===== src/rtl/pmu_pkg.sv =====
// pmu_pkg: shared constants for the performance monitor unit.
// Assumes a 4-bit register address space and 32-bit register data.
package pmu_pkg;
    localparam int REG_W       = 32;
    localparam int ADDR_W      = 4;
    localparam int NUM_CTR     = 4;
    localparam int IDX_W       = $clog2(NUM_CTR);

    // Local control field positions
    localparam int LC_HOLD     = 0;
    localparam int LC_NO_SUP   = 1;
    localparam int LC_NO_USR   = 2;
    localparam int LC_NO_MK1   = 3;
    localparam int LC_NO_MK0   = 4;
    localparam int LC_ARM      = 5;
    localparam int LC_SEL      = 8;

    // Global control field positions
    localparam int GC_FRZ      = 0;
    localparam int GC_IEN      = 1;
    localparam int GC_FOC      = 2;

    // Address map bases
    localparam int A_GLOBAL    = 0;
    localparam int A_CNT_BASE  = 4;
    localparam int A_LCTL_BASE = 8;

    typedef enum logic [1:0] {
        RK_GLOBAL,
        RK_COUNTER,
        RK_LOCAL,
        RK_NONE
    } reg_kind_t;

    // Classify a register address into its region.
    function automatic reg_kind_t decode_kind(input logic [ADDR_W-1:0] a);
        if (int'(a) == A_GLOBAL)
            return RK_GLOBAL;
        else if (int'(a) >= A_CNT_BASE && int'(a) < A_CNT_BASE + NUM_CTR)
            return RK_COUNTER;
        else if (int'(a) >= A_LCTL_BASE && int'(a) < A_LCTL_BASE + NUM_CTR)
            return RK_LOCAL;
        else
            return RK_NONE;
    endfunction
endpackage


===== src/rtl/pmu_counter_slice.sv =====
// pmu_counter_slice: one event counter with its local control register.
// Counts the selected strobe when no freeze condition applies; a counter
// write wins over an increment. Assumes synchronous inputs and that the
// caller decodes write strobes for this slice.
module pmu_counter_slice
    import pmu_pkg::*;
#(
    parameter int CTR_W   = 32,
    parameter int SEL_W   = 4,
    parameter int NUM_EVT = 1 << SEL_W
) (
    input  logic               clk,
    input  logic               rst_n,
    input  logic [NUM_EVT-1:0] evt_i,
    input  logic               sup_i,
    input  logic               mark_i,
    input  logic               frz_all_i,
    input  logic               wr_cnt_i,
    input  logic               wr_ctl_i,
    input  logic [REG_W-1:0]   wdata_i,
    output logic [REG_W-1:0]   cnt_o,
    output logic [REG_W-1:0]   ctl_o,
    output logic               cond_o
);
    logic             hold_q, no_sup_q, no_usr_q, no_mk1_q, no_mk0_q, arm_q;
    logic [SEL_W-1:0] sel_q;
    logic [CTR_W-1:0] cnt_q;
    logic             blocked;
    logic             count_en;

    // Local control register: reset freezes everything, software loads fields.
    always_ff @(posedge clk) begin
        if (!rst_n) begin
            hold_q   <= 1'b1;
            no_sup_q <= 1'b1;
            no_usr_q <= 1'b1;
            no_mk1_q <= 1'b1;
            no_mk0_q <= 1'b1;
            arm_q    <= 1'b0;
            sel_q    <= '0;
        end else if (wr_ctl_i) begin
            hold_q   <= wdata_i[LC_HOLD];
            no_sup_q <= wdata_i[LC_NO_SUP];
            no_usr_q <= wdata_i[LC_NO_USR];
            no_mk1_q <= wdata_i[LC_NO_MK1];
            no_mk0_q <= wdata_i[LC_NO_MK0];
            arm_q    <= wdata_i[LC_ARM];
            sel_q    <= wdata_i[LC_SEL +: SEL_W];
        end
    end

    // Combine every freeze source into one block term.
    always_comb begin
        blocked = hold_q | frz_all_i
                | (sup_i  & no_sup_q) | (~sup_i  & no_usr_q)
                | (mark_i & no_mk1_q) | (~mark_i & no_mk0_q);
        count_en = evt_i[sel_q] & ~blocked;
    end

    // Counter: write has priority, else increment on an enabled event.
    always_ff @(posedge clk) begin
        if (!rst_n)
            cnt_q <= '0;
        else if (wr_cnt_i)
            cnt_q <= wdata_i[CTR_W-1:0];
        else if (count_en)
            cnt_q <= cnt_q + 1'b1;
    end

    // Readback and condition outputs.
    always_comb begin
        ctl_o                    = '0;
        ctl_o[LC_HOLD]           = hold_q;
        ctl_o[LC_NO_SUP]         = no_sup_q;
        ctl_o[LC_NO_USR]         = no_usr_q;
        ctl_o[LC_NO_MK1]         = no_mk1_q;
        ctl_o[LC_NO_MK0]         = no_mk0_q;
        ctl_o[LC_ARM]            = arm_q;
        ctl_o[LC_SEL +: SEL_W]   = sel_q;
        cnt_o                    = REG_W'(cnt_q);
        cond_o                   = arm_q & cnt_q[CTR_W-1];
    end

    a_r2_write_wins: assert property (@(posedge clk) disable iff (!rst_n)
        wr_cnt_i |=> cnt_q == $past(wdata_i[CTR_W-1:0]));
    a_r2_step_one: assert property (@(posedge clk) disable iff (!rst_n)
        !wr_cnt_i |=> (cnt_q == $past(cnt_q)) || (cnt_q == $past(cnt_q) + 1'b1));
    a_r3_hold_keeps: assert property (@(posedge clk) disable iff (!rst_n)
        (hold_q && !wr_cnt_i) |=> $stable(cnt_q));
    a_r6_freeze_all_keeps: assert property (@(posedge clk) disable iff (!rst_n)
        (frz_all_i && !wr_cnt_i) |=> $stable(cnt_q));
    a_r4_sup_block: assert property (@(posedge clk) disable iff (!rst_n)
        (sup_i && no_sup_q && !wr_cnt_i) |=> $stable(cnt_q));
    a_r5_mark_block: assert property (@(posedge clk) disable iff (!rst_n)
        (mark_i && no_mk1_q && !wr_cnt_i) |=> $stable(cnt_q));
endmodule


===== src/rtl/pmu_global_ctrl.sv =====
// pmu_global_ctrl: global freeze-all, interrupt enable and freeze-on-condition.
// Hardware sets freeze-all when enabled and any condition is true; that set
// wins over a same-cycle software write. Assumes cond_any_i is registered-based.
module pmu_global_ctrl
    import pmu_pkg::*;
(
    input  logic             clk,
    input  logic             rst_n,
    input  logic             wr_i,
    input  logic [REG_W-1:0] wdata_i,
    input  logic             cond_any_i,
    output logic             frz_all_o,
    output logic             ien_o,
    output logic [REG_W-1:0] reg_o
);
    logic frz_q, ien_q, foc_q;
    logic frz_next;

    // Next freeze-all: software value ORed with the hardware auto-freeze.
    always_comb begin
        frz_next = wr_i ? wdata_i[GC_FRZ] : frz_q;
        if (foc_q && cond_any_i)
            frz_next = 1'b1;
    end

    // Global control register.
    always_ff @(posedge clk) begin
        if (!rst_n) begin
            frz_q <= 1'b1;
            ien_q <= 1'b0;
            foc_q <= 1'b0;
        end else begin
            frz_q <= frz_next;
            if (wr_i) begin
                ien_q <= wdata_i[GC_IEN];
                foc_q <= wdata_i[GC_FOC];
            end
        end
    end

    // Readback.
    always_comb begin
        reg_o         = '0;
        reg_o[GC_FRZ] = frz_q;
        reg_o[GC_IEN] = ien_q;
        reg_o[GC_FOC] = foc_q;
        frz_all_o     = frz_q;
        ien_o         = ien_q;
    end

    a_r8_auto_freeze: assert property (@(posedge clk) disable iff (!rst_n)
        (foc_q && cond_any_i) |=> frz_q);
    a_r6_freeze_persists: assert property (@(posedge clk) disable iff (!rst_n)
        (frz_q && !wr_i) |=> frz_q);
endmodule


===== src/rtl/pmu_read_mux.sv =====
// pmu_read_mux: combinational register readback selected by address.
// Unmapped addresses return zero. Assumes flat per-counter buses.
module pmu_read_mux
    import pmu_pkg::*;
(
    input  logic [ADDR_W-1:0]        rd_addr_i,
    input  logic [REG_W-1:0]         gctl_i,
    input  logic [NUM_CTR*REG_W-1:0] cnt_flat_i,
    input  logic [NUM_CTR*REG_W-1:0] ctl_flat_i,
    output logic [REG_W-1:0]         rd_data_o
);
    logic [IDX_W-1:0] idx;

    // Select the register addressed by rd_addr_i.
    always_comb begin
        idx = rd_addr_i[IDX_W-1:0];
        unique case (decode_kind(rd_addr_i))
            RK_GLOBAL:  rd_data_o = gctl_i;
            RK_COUNTER: rd_data_o = cnt_flat_i[idx*REG_W +: REG_W];
            RK_LOCAL:   rd_data_o = ctl_flat_i[idx*REG_W +: REG_W];
            default:    rd_data_o = '0;
        endcase
    end
endmodule


===== src/rtl/perf_mon_unit.sv =====
// perf_mon_unit: four event counters with local and global freeze control
// and a level overflow interrupt. Assumes synchronous inputs; reads are
// combinational, writes take effect at the next edge.
module perf_mon_unit
    import pmu_pkg::*;
#(
    parameter int CTR_W = 32,
    parameter int SEL_W = 4,
    localparam int NUM_EVT = 1 << SEL_W
) (
    input  logic               clk,
    input  logic               rst_n,
    input  logic [NUM_EVT-1:0] evt_i,
    input  logic               sup_i,
    input  logic               mark_i,
    input  logic               wr_en_i,
    input  logic [ADDR_W-1:0]  wr_addr_i,
    input  logic [REG_W-1:0]   wr_data_i,
    input  logic [ADDR_W-1:0]  rd_addr_i,
    output logic [REG_W-1:0]   rd_data_o,
    output logic               irq_o
);
    logic [NUM_CTR-1:0]       cond;
    logic [NUM_CTR*REG_W-1:0] cnt_flat;
    logic [NUM_CTR*REG_W-1:0] ctl_flat;
    logic [REG_W-1:0]         gctl;
    logic                     frz_all, ien, cond_any, wr_glob;

    // Global write strobe decode.
    always_comb wr_glob = wr_en_i && (decode_kind(wr_addr_i) == RK_GLOBAL);

    for (genvar g = 0; g < NUM_CTR; g++) begin : g_ctr
        logic wr_cnt, wr_ctl;
        // Per-slice write strobe decode.
        always_comb begin
            wr_cnt = wr_en_i && (wr_addr_i == ADDR_W'(A_CNT_BASE + g));
            wr_ctl = wr_en_i && (wr_addr_i == ADDR_W'(A_LCTL_BASE + g));
        end
        pmu_counter_slice #(
            .CTR_W   (CTR_W),
            .SEL_W   (SEL_W),
            .NUM_EVT (NUM_EVT)
        ) u_slice (
            .clk       (clk),
            .rst_n     (rst_n),
            .evt_i     (evt_i),
            .sup_i     (sup_i),
            .mark_i    (mark_i),
            .frz_all_i (frz_all),
            .wr_cnt_i  (wr_cnt),
            .wr_ctl_i  (wr_ctl),
            .wdata_i   (wr_data_i),
            .cnt_o     (cnt_flat[g*REG_W +: REG_W]),
            .ctl_o     (ctl_flat[g*REG_W +: REG_W]),
            .cond_o    (cond[g])
        );
    end

    // Any armed condition.
    always_comb cond_any = |cond;

    pmu_global_ctrl u_glob (
        .clk        (clk),
        .rst_n      (rst_n),
        .wr_i       (wr_glob),
        .wdata_i    (wr_data_i),
        .cond_any_i (cond_any),
        .frz_all_o  (frz_all),
        .ien_o      (ien),
        .reg_o      (gctl)
    );

    pmu_read_mux u_rd (
        .rd_addr_i  (rd_addr_i),
        .gctl_i     (gctl),
        .cnt_flat_i (cnt_flat),
        .ctl_flat_i (ctl_flat),
        .rd_data_o  (rd_data_o)
    );

    // Level interrupt.
    always_comb irq_o = ien & cond_any;

    a_r7_irq_needs_enable: assert property (@(posedge clk) disable iff (!rst_n)
        irq_o |-> gctl[GC_IEN]);
    a_r10_unmapped_zero: assert property (@(posedge clk) disable iff (!rst_n)
        (decode_kind(rd_addr_i) == RK_NONE) |-> (rd_data_o == '0));
endmodule


===== config.mk =====
export PLATFORM = sky130hd
export DESIGN_NAME = perf_mon_unit
export DESIGN_NICKNAME = d
export VERILOG_FILES = /design/src/rtl/pmu_pkg.sv /design/src/rtl/pmu_counter_slice.sv /design/src/rtl/pmu_global_ctrl.sv /design/src/rtl/pmu_read_mux.sv /design/src/rtl/perf_mon_unit.sv
export SDC_FILE = /design/constraint.sdc
export NUM_CORES = 1
export LEC_CHECK = 0
export BUFFER_PORTS_ARGS = -buffer_cell sky130_fd_sc_hd__buf_2
export CAP_MARGIN = 20
export CORE_ASPECT_RATIO = 0.8
export CORE_UTILIZATION = 30
export CTS_CLUSTER_SIZE = 10
export DETAILED_ROUTE_END_ITERATION = 7
export PLACE_DENSITY = 0.58
export SLEW_MARGIN = 20
export SYNTH_ARGS = -nofsm -noshare
export SYNTH_HDL_FRONTEND = slang
export SYNTH_SLANG_ARGS = --single-unit

===== constraint.sdc =====
create_clock -name clk -period 2.1 [get_ports clk]
set_input_delay 0.21 -clock clk [delete_from_list [all_inputs] [get_ports clk]]
set_output_delay 0.21 -clock clk [all_outputs]
set_load 0.03 [all_outputs]

==> impl_results.md, run 1 <==
* I/O Buffers at 93
* Cts bufs inserted at 17
* Netlist cell types at 60
* Nets at 1600
* CP arrival at 2.60 ns
* Sw Ratio at roughly 29%
* Detailed Route WL at between 40000 and 50000 µm
* Critical-path cell list: mux2_4, nor4_2, buf_4, nand4_1, buf_6, buf_6, a2111oi_4, xnor2_1, a21oi_1
* Flop pwr share at a little over two fifths
* Hold Crit Start: wr_data_i[30]
* Worst-case clock skew at 0.0164 ns
* Mapped cell area at 10900 µm²
* Starting DRT DRC Count at ~1300
* Grt total ovfl at 0
* Drt pass-1 iters at 5
* Final setup margin at -0.183 ns
* # DRC at 0
* Area growth syn-to-layout at 50.5%
* H-tree Lvls at 4
* Setup violators final at 79
* Largest net degree at the start of global routing at between 60 and 70
* Setup_tns at -5.14 ns
* Yosys top cell by area: dfxtp_1
* Clock power frac at 42.4%
* Hold endpoint: g_ctr[1].u_slice.cnt_o[30]
* Async SR Flop Fraction at 0%
* Routability cong. at around 1
* Failing checks: setup timing
* Wirelength per Cell at roughly 23 µm
* CTS tree: done
* Peak Freq at 438 MHz
* Crit end category: register
* Cts hold-fix bufs at 0
* Antenna violation net count after detailed routing at 0
* Synth warn at 0
* Share of the synthesized area in the top cell type at a little under a third
* Final period utilization at 109%
* Clock root buffer master: clkbuf_16
* Crit Path Max Fanout at 5
* Slowest CP cell: dfxtp_2
* Internal at about 5500 µW
* RSZ-0062 raised after global routing: true
* Gr usage total at about 24%
* Footprint of the multi-input gates at about 8600 µm²
* Slew Viols, Final at 0
* Placed cell count at 1945
* Worst-path clk slew at approximately 0.08 ns
* Post-DP HPWL at 32100 µm
* Fin cells at ~2000
* Logic pwr share at approximately 14%
* Initial antenna violation count at 0
* Via-to-Cell Ratio at ~5.7
* Core Area at between 30000 and 40000 µm²
* Worst slew pin tran at 1.04 ns
* Site Rows at 62
* Post-Syn Instances at around 1300
* Sink Count at 171
* WP data required at ~2.4 ns
* Share of cells above drive strength 1 at around two fifths
* DR vias at ~12000
* Inserted Diodes at 0
* Crit Path Class: register to register
* Final hold viol count at 0
* Worst hold path cell count at 3
* Worst path most repeated cell: buf_6
* Status: complete, but fails checks
* Sequential share of the synthesized area at between 30% and 40%
* Fillers at between 3000 and 4000
* Max_cap viols at 0
* DIE HEIGHT at between 150 and 200 µm
* Worst vdd ir at a little under 600 µV
* Slew headroom at approximately 31%
* Hold Crit Class: input pin to register
* Initial Util at 30.4%
* Die ar. at ~37000 µm²
* Synthesized area per cell at roughly 8.6 µm²
* Leak at about 0.0053 µW
* R2R Setup Slk at -0.18 ns
* Pwr per Cell Area at 468 nW/µm²
* Net Count, Synth at 1330
* End of the worst register-to-register path: g_ctr[0].u_slice.cnt_o[21]
* I/O pins at between 90 and 100
* Max incr delay on CP at around 0.32 ns
* CTS Buffer Depth at 2
* CP startpoint kind: register
* Top-count cell post-synth: dfxtp_1
* Synth area leaders: dfxtp_1 (31%), mux4_2 (9.9%), xnor2_1 (8.8%)
* Register area at ~3500 µm²
* First-pass GRT wire length at 68500 µm
* NetSw at 2210 µW
* Reg2reg start: g_ctr[0].u_slice.no_mk0_q
* Post-route minimum period at 2.28 ns
* Top cells by count, synth: dfxtp_1 (171), nand2_1 (144), a21oi_1 (122), o21ai_0 (110), xnor2_1 (110)
* Chip width at around 220 µm
* Post-synth EDFFs at 0
* Flops & latches, synth at ~170
* Vias in the first global route at around 11000
* Ys flop type: dfxtp_1
* Worst-skew pair later-pin latency at roughly 0.45 ns
* Reg2reg path depth at 9
[state kept, by name (all words and copies together), names as in the netlist, 4 cells and up]
| register | flops |
|---|---|
| g_ctr.u_slice.no_sup_q | 4 |
| g_ctr.u_slice.no_mk1_q | 4 |
| g_ctr.u_slice.arm_q | 4 |
| g_ctr.u_slice.sel_q | 16 |
| g_ctr.u_slice.cnt_o | 128 |
| g_ctr.u_slice.hold_q | 4 |
| g_ctr.u_slice.no_mk0_q | 4 |
| g_ctr.u_slice.no_usr_q | 4 |
[routing by layer]
metal	part of all wire, %	vias up	GRT usage (%)
li1	-	5180	-
met1	44	5840	34.4
met2	45	526	38.5
met3	8.6	78	4.40
met4	2.7	0	6.60
met5	0	-	0
[power by group through the flow]
| stage | Clock (µW) | Sequential [µW] | Combinational, µW |
|---|---|---|---|
| global placement | 0 | 3450 | 857 |
| detailed placement | 0 | 3450 | 861 |
| finish | 3250 | 3380 | 1040 |
| global route | 3410 | 3380 | 1090 |
| floorplan | 0 | 3440 | 435 |
| CTS | 3280 | 3370 | 935 |
[cell families (layout without fill, tap and decap cells)]
logic type	after synthesis	after routing	share of synthesized area (%)
multiplexers	114	114	16.1
XOR/XNOR	118	118	9.49
adder cells (fa/ha/maj)	7	7	0.804
buffers and inverters	114	397	4.12
AND/OR/NAND/NOR	395	395	18.4
flip-flops	171	171	31.4
AO/OA/AOI/OAI	343	343	19.6
[worst max-delay path: cells and delay by family, from the launching register on]
kind | cells | cell delay (ns)
buffers and inverters | 3 | 0.55
AND/OR/NAND/NOR | 2 | 0.42
AO/OA/AOI/OAI | 2 | 0.41
flip-flops | 1 | 0.32
multiplexers | 1 | 0.27
XOR/XNOR | 1 | 0.17
[through the flow]
step	cell area, µm²	worst slack [ns]	hold slack, ns	power (µW)	util, %
2_1_floorplan	10900	-0.0138	0.319	3870	-
3_3_place_gp	13300	-0.276	0.481	4300	37.1
3_5_place_dp	13300	-0.310	0.484	4310	37.1
4_1_cts	15400	-0.150	0.0461	7590	43.0
5_1_grt	16400	-0.294	0.0594	7880	45.7
6_report	16400	-0.183	0.0575	7660	45.7
[timing repair]
action / CTS / global route
resized for setup: 224 / 159
cloned: 8 / 7
setup buffers: 15 / 27
endpoints found under the hold margin: 0 / 0
endpoints found under the setup margin: 110 / 126
pin swaps: 76 / 166
[layout by cell type, fill, tap and decap left out, types with 14 or more instances in the layout]
master	netlist	final
a2111oi_4	0	39
a211oi_4	0	18
a21oi_1	122	105
and3_1	14	14
buf_12	0	22
buf_2	11	84
buf_4	2	180
buf_6	0	40
clkbuf_16	0	22
dfxtp_1	171	148
dfxtp_2	0	18
inv_1	20	18
mux2i_1	57	50
mux4_2	48	48
nand2_1	144	142
nand3_1	55	51
nand4_1	30	30
nor2_1	49	41
nor2b_1	29	29
o21ai_0	110	90
o21ai_1	13	33
xnor2_1	110	94
xnor2_2	0	16
[how the worst max path moves through the flow]
stage                                    from                         end  slack, ns  depth (start not counted)
finish              g_ctr[0].u_slice.no_mk0_q  g_ctr[0].u_slice.cnt_o[21]      -0.18                          9
detailed placement                      sup_i  g_ctr[2].u_slice.cnt_o[29]      -0.31                         11
floorplan           g_ctr[3].u_slice.cnt_o[0]  g_ctr[3].u_slice.cnt_o[16]      -0.01                          8
CTS                 g_ctr[3].u_slice.cnt_o[1]                rd_data_o[1]      -0.15                          7
global route        g_ctr[0].u_slice.no_mk0_q  g_ctr[0].u_slice.cnt_o[21]      -0.29                          9
global placement                        sup_i  g_ctr[2].u_slice.cnt_o[27]      -0.28                         11
[cell type report]
cell class                      instances  share of cell area [%]
Clock buffer                           20                    2.72
Clock inverter                         12                   0.794
Multi-Input combinational cell        977                    52.5
Tap cell                              480                    3.66
Sequential cell                       171                    21.1
Timing Repair Buffer                  344                    18.6
Inverter                               21                   0.534
No activity file was read; power rests on OpenSTA's default activity.
==> inputs of run 2 (changes only) <==
--- a/config.mk
+++ b/config.mk
@@ -8,10 +8,10 @@
 export BUFFER_PORTS_ARGS = -buffer_cell sky130_fd_sc_hd__buf_2
 export CAP_MARGIN = 20
 export CORE_ASPECT_RATIO = 0.8
-export CORE_UTILIZATION = 30
+export CORE_UTILIZATION = 55
 export CTS_CLUSTER_SIZE = 10
 export DETAILED_ROUTE_END_ITERATION = 7
-export PLACE_DENSITY = 0.58
+export PLACE_DENSITY = 0.77
 export SLEW_MARGIN = 20
 export SYNTH_ARGS = -nofsm -noshare
 export SYNTH_HDL_FRONTEND = slang
==> impl_results.md, run 2 (synthesis results as in run 1) <==
* Status: complete, but fails checks
* Failing checks: DRC, setup timing
* Leak at 0.00514 µW
* Worst vdd ir at 416 µV
* Peak Freq at about 400 MHz
* Worst-case clock skew at roughly 0.011 ns
* Site Rows at 45
* Hold Crit Start: wr_data_i[15]
* I/O Buffers at 93
* CTS tree: done
* Drt pass-1 iters at 8
* Crit Path Max Fanout at 5
* Largest net degree at the start of global routing at 65
* Worst-path clk slew at approximately 0.080 ns
* RSZ-0062 raised after global routing: true
* Final period utilization at 120%
* Grt total ovfl at 0
* Final setup margin at -0.428 ns
* End of the worst register-to-register path: g_ctr[2].u_slice.cnt_o[21]
* Die ar. at between 20000 and 25000 µm²
* Final hold viol count at 0
* Wirelength per Cell at slightly above 30 µm
* Hold endpoint: g_ctr[1].u_slice.cnt_o[15]
* Clock root buffer master: clkbuf_16
* Setup violators final at 120
* Vias in the first global route at 11200
* Post-DP HPWL at just under 30000 µm
* Slew Viols, Final at 0
* Max_cap viols at 0
* Max reg flops at between 100 and 150
* Worst path most repeated cell: buf_4
* Crit end category: register
* Detailed Route WL at 53700 µm
* Final instance area at roughly 16000 µm²
* Leading cell type in the layout, fill and taps excluded: buf_4
* Max incr delay on CP at 0.36 ns
* # DRC at 8
* Critical-path cell list: mux2_4, nor4_4, buf_4, nand4_1, buf_6, clkbuf_16, a2111oi_4, buf_4, xnor2_2, o21ai_1
* Initial Util at between 50 and 60%
* Cts hold-fix bufs at 0
* I/O pins at 94
* Placed cell count at around 1700
* Share of cells above drive strength 1 at 38.6%
* Most frequent cells in the layout: buf_4 (166), dfxtp_1 (149), nand2_1 (142)
* CP bufs+invs at 4
* Pre-CTS setup slack at -0.364 ns
* Fin cells at about 1800
* CP startpoint kind: register
* Worst hold path cell count at 3
* DIE HEIGHT at between 100 and 150 µm
* Slew headroom at approximately a tenth
* Worst path top cell family by delay: buffers and inverters
* Total power at 7750 µW
* Sink Count at ~170
* Crit Path Class: register to register
* Crit path from: g_ctr[2].u_slice.no_usr_q
* First-pass GRT wire length at approximately 65000 µm
* H-tree Lvls at 4
* DP Area at ~13000 µm²
* DR vias at approximately 13000
* Via-to-Cell Ratio at between 7 and 8
* Initial antenna violation count at 6
* Chip width at 159 µm
* Routability cong. at approximately 1
* Gr usage total at between 40% and 50%
* CP arrival at ~2.9 ns
* Reg2reg path depth at 10
* CTS Buffer Depth at 2
* Cts bufs inserted at 17
* Slowest CP cell: a2111oi_4
* Worst slew pin tran at approximately 1.3 ns
* Pwr per Cell Area at 496 nW/µm²
* Starting DRT DRC Count at around 3000
* Core Util, Final at 81.4%
* Critical path depth at 10
* Hold Crit Class: input pin to register
* Nets at approximately 1600
* R2R Setup Slk at -0.43 ns
* Core Area at between 15000 and 20000 µm²
* Post-route minimum period at 2.53 ns
* Antenna violation net count after detailed routing at 0
* Reg2reg start: g_ctr[2].u_slice.no_usr_q
* WP data required at approximately 2.4 ns
* Worst-skew pair later-pin latency at about 0.46 ns
* Area growth syn-to-layout at 43.5%
[run 2: metal layers]
layer	vias to the layer above	global-route usage (%)	wire, µm
met4	10	16.6	4430
met3	496	15.4	9800
li1	5119	-	-
met5	-	0	205
met2	1530	61.3	21400
met1	6179	56.6	17900
[run 2: report_power, final]
| part | switching, µW | internal [µW] | leakage [µW] |
|---|---|---|---|
| logic | 625 | 407 | 0.00347 |
| clock network | 1520 | 1790 | 0.000280 |
| registers | 105 | 3300 | 0.00139 |
| total | 2250 | 5500 | 0.00514 |
[run 2: area by class of cell]
class                      instances  area (µm²)
inverter                          21        82.6
timing repair buffer             312        2700
antenna                            3        7.51
clock buffer                      18         439
multi-input combinational        977        8470
sequential                       171        3470
clock inverter                    13         141
tap                              258         323
fill                             993        3570
[run 2: what timing repair did]
item                       4_1_cts  5_1_grt
gates cloned                     2       11
setup endpoints to repair      107      116
gates resized for setup        145      181
buffers inserted                13       21
pin swaps                       35      134
[run 2: worst max path at each step]
stage | to | slack [ns]
global route | g_ctr[2].u_slice.cnt_o[21] | -0.44
floorplan | g_ctr[3].u_slice.cnt_o[16] | -0.01
global placement | g_ctr[1].u_slice.cnt_o[1] | -0.35
CTS | g_ctr[2].u_slice.cnt_o[29] | -0.1
detailed placement | g_ctr[1].u_slice.cnt_o[21] | -0.36
finish | g_ctr[2].u_slice.cnt_o[21] | -0.43
[run 2: metrics by stage]
stage | hold slack, ns | TNS, ns
2_1_floorplan | 0.319 | -0.0238
3_3_place_gp | 0.461 | -14.80
3_5_place_dp | 0.471 | -16.60
4_1_cts | 0.0477 | -1.46
5_1_grt | 0.0980 | -21.04
6_report | 0.0948 | -16.54
[run 2: worst min-delay path: stages]
cell and delay [ns]:
buf_2 0.17, nand2_1 0.07, o21ai_1 0.05
==> inputs of run 3 (changes only) <==
--- a/config.mk
+++ b/config.mk
@@ -5,13 +5,14 @@
 export SDC_FILE = /design/constraint.sdc
 export NUM_CORES = 1
 export LEC_CHECK = 0
+export ABC_AREA = 1
 export BUFFER_PORTS_ARGS = -buffer_cell sky130_fd_sc_hd__buf_2
 export CAP_MARGIN = 20
 export CORE_ASPECT_RATIO = 0.8
 export CORE_UTILIZATION = 55
 export CTS_CLUSTER_SIZE = 10
 export DETAILED_ROUTE_END_ITERATION = 7
-export PLACE_DENSITY = 0.77
+export PLACE_DENSITY = 0.76
 export SLEW_MARGIN = 20
 export SYNTH_ARGS = -nofsm -noshare
 export SYNTH_HDL_FRONTEND = slang
==> impl_results.md, run 3 <==
* Status: finished, final reports clean
* Area growth syn-to-layout at 11.1%
* Netlist cell types at 43
* Internal at 5180 µW
* Site Rows at between 50 and 60
* Top-count cell post-synth: nand2_1
* Largest family of logic cells by synthesized area: simple AND/OR/NAND/NOR gates
* Post-Syn Instances at about 2500
* Crit Path Max Fanout at 40
* Crit end category: primary output
* Sw Ratio at between 30% and 40%
* Top cells by count, synth: nand2_1 (868), nand3_1 (278), a21oi_1 (248), nor2_1 (211), o21ai_0 (186)
* DR vias at 17000
* Yosys top cell by area: dfxtp_1
* Ys flop type: dfxtp_1
* WHS at 0.00866 ns
* DIE HEIGHT at between 100 and 150 µm
* CTS tree: done
* Worst path most repeated cell: inv_1
* Initial antenna violation count at 0
* WP data required at 1.89 ns
* I/O pins at 94
* Worst slew pin tran at about 0.65 ns
* Worst-case clock skew at around 0.018 ns
* Largest net degree at the start of global routing at 129
* Sequential share of the synthesized area at 25.0%
* Core Area at ~24000 µm²
* Slew Viols, Final at 0
* Gr usage total at 42.9%
* Worst path top cell family by delay: buffers and inverters
* Post-DP HPWL at roughly 41000 µm
* Slew headroom at between 50% and 60%
* Adder-cell share of the synthesized area at less than 1%
* Flops & latches, synth at 171
* Final period utilization at a little over nine tenths
* Max_cap viols at 0
* Net Count, Synth at ~2500
* Peak Freq at slightly below 500 MHz
* Cts bufs inserted at 17
* First-pass GRT wire length at ~84000 µm
* Worst vdd ir at 588 µV
* Flop pwr share at about 44%
* Max reg flops at ~130
* I/O Buffers at 93
* Nets at between 2000 and 3000
* Crit Path Class: input pin to primary output
* Drt pass-1 iters at 7
* Clock root buffer master: clkbuf_16
* End of the worst register-to-register path: g_ctr[3].u_slice.cnt_o[24]
* Sink Count at 171
* R2R Setup Slk at around 0.1 ns
* Reg2reg path depth at 11
* Worst-path clk slew at about 0.080 ns
* Post-synthesis compound-gate area fraction at 19.0%
* Routability cong. at around 1.0
* Synth area leaders: dfxtp_1 (25%), nand2_1 (24%), nand3_1 (10%)
* Starting DRT DRC Count at between 2000 and 3000
* Worst-skew pair later-pin latency at between 0.4 and 0.5 ns
* Setup crit end: rd_data_o[14]
* Share of the synthesized area in the top cell type at around a quarter
* Critical-path cell list: buf_2, inv_1, ha_1, inv_1, buf_12, nand2_1, a21oi_2, buf_6, nand2_1, inv_1, clkbuf_4
* Logic pwr share at between 10% and 20%
* Setup_tns at 0 ns
* Vias in the first global route at 14800
* Chip width at about 180 µm
* Pwr per Cell Area at between 400 and 500 nW/µm²
* NetSw at ~2300 µW
* Synthesized area per cell at 5.59 µm²
* Final hold viol count at 0
* Leading cell type in the layout, fill and taps excluded: nand2_1
* Initial Util at 56.2%
* Worst hold path cell count at 3
* Simple-Gate Fraction of Synth Area at between 40% and 50%
* CP startpoint kind: input pin
* Die ar. at 25600 µm²
* Core Util, Final at a little over three fifths
* Hold Crit Class: input pin to register
* CP arrival at approximately 1.8 ns
* Critical path depth at 11
* Crit path from: rd_addr_i[2]
* Fillers at between 2000 and 2500
* Wirelength per Cell at about 19 µm
* Most frequent cells in the layout: nand2_1 (868), nand3_1 (278), a21oi_1 (247)
* Post-synth EDFFs at 0
* Slowest CP cell: ha_1
* Reg2reg start: g_ctr[3].u_slice.sel_q[0]
* Synth Area in XOR/XNOR at roughly 1.2%
* CTS Buffer Depth at 2
* RSZ-0062 raised after global routing: false
* Antenna violation net count after detailed routing at 0
* # DRC at 0
* Share of cells above drive strength 1 at about a tenth
* Clock power frac at between 40% and 50%
* Cts hold-fix bufs at 0
* Max incr delay on CP at between 0.2 and 0.25 ns
* Setup violators final at 0
* Total power at between 7000 and 8000 µW
* H-tree Lvls at 4
* CP bufs+invs at 7
* Multiplexer area fraction after synthesis at 0%
* Detailed Route WL at 54500 µm
* Synth warn at 0
* Grt total ovfl at 0
* Async SR Flop Fraction at 0%
* Mapped cell area at ~14000 µm²
* Via-to-Cell Ratio at between 5 and 6
* Post-route minimum period at 2.04 ns
* Leak at 0.00603 µW
-- run 3: changes by cell type in the layout (fill, tap and decap cells not counted), moves of 91 or more --
cell,change
inv_1,+164
a21oi_1,+132
nor2_1,+168
o21ai_0,+95
buf_4,-115
xnor2_1,-91
nand3_1,+227
nand2_1,+726
-- run 3: how the worst min path moves through the flow --
stage                  from                        end  slack [ns]
2_1_floorplan  wr_data_i[4]  g_ctr[0].u_slice.no_mk0_q        0.34
5_1_grt        wr_data_i[3]  g_ctr[2].u_slice.no_mk1_q        0.02
3_5_place_dp   u_glob.ien_o               u_glob.ien_o        0.46
4_1_cts        wr_data_i[3]  g_ctr[2].u_slice.no_mk1_q       0.009
3_3_place_gp   wr_data_i[3]  g_ctr[2].u_slice.no_mk1_q        0.46
6_report       wr_data_i[3]  g_ctr[2].u_slice.no_mk1_q       0.009
-- run 3: through the flow --
| stage | std cells | area, µm² | setup slack, ns |
|---|---|---|---|
| final | 2839 | 15200 | 0.0601 |
| after global routing | 2837 | 15200 | 0.00324 |
| after global placement | 2805 | 14600 | 0.0318 |
| after CTS | 2837 | 15200 | 0.0104 |
| after detailed placement | 2805 | 14600 | -0.0212 |
| after floorplan | 2452 | 13700 | 0.0116 |
-- run 3: timing repair --
item,CTS,global route
endpoints found under the setup margin,1,28
resized for setup,1,14
pin swaps,0,0
buffers inserted,0,0
-- run 3: logic make-up after synthesis --
| group | after synthesis |
|---|---|
| flip-flops | 171 |
| buffers and inverters | 320 |
| adder cells (fa/ha/maj) | 7 |
| AND/OR/NAND/NOR | 1442 |
| XOR/XNOR | 19 |
| AO/OA/AOI/OAI | 493 |
-- run 3: power by group through the flow --
| stage | combinational [µW] | sequential, µW | clock, µW |
|---|---|---|---|
| final | 866 | 3280 | 3290 |
| after global routing | 919 | 3280 | 3400 |
| after CTS | 826 | 3280 | 3290 |
| after detailed placement | 823 | 3360 | 0 |
| after global placement | 815 | 3360 | 0 |
| after floorplan | 488 | 3350 | 0 |
-- run 3: worst min-delay path, delay by kind of cell --
kind,cells,cell delay [ns]
AO/OA/AOI/OAI,1,0.08
buffers and inverters,1,0.09
AND/OR/NAND/NOR,1,0.06
-- run 3: routing by layer --
layer	vias up	part of all wire, %	wire (µm)	GRT usage (%)
met5	-	0	0	0
met4	0	3.2	1750	15.3
met1	7739	43	23200	62.1
met2	1018	41	22200	60.5
met3	135	13	7340	10.6
li1	8105	-	-	-
-- run 3: final cells by class --
class | instances | area (µm²) | share of cell area, %
antenna | 2 | 5.00 | 0.0329
sequential | 171 | 3430 | 22.5
multi-input combinational | 1961 | 8950 | 58.8
clock buffer | 18 | 429 | 2.82
clock inverter | 14 | 148 | 0.969
timing repair buffer | 157 | 1120 | 7.35
inverter | 198 | 751 | 4.93
tap | 318 | 398 | 2.61
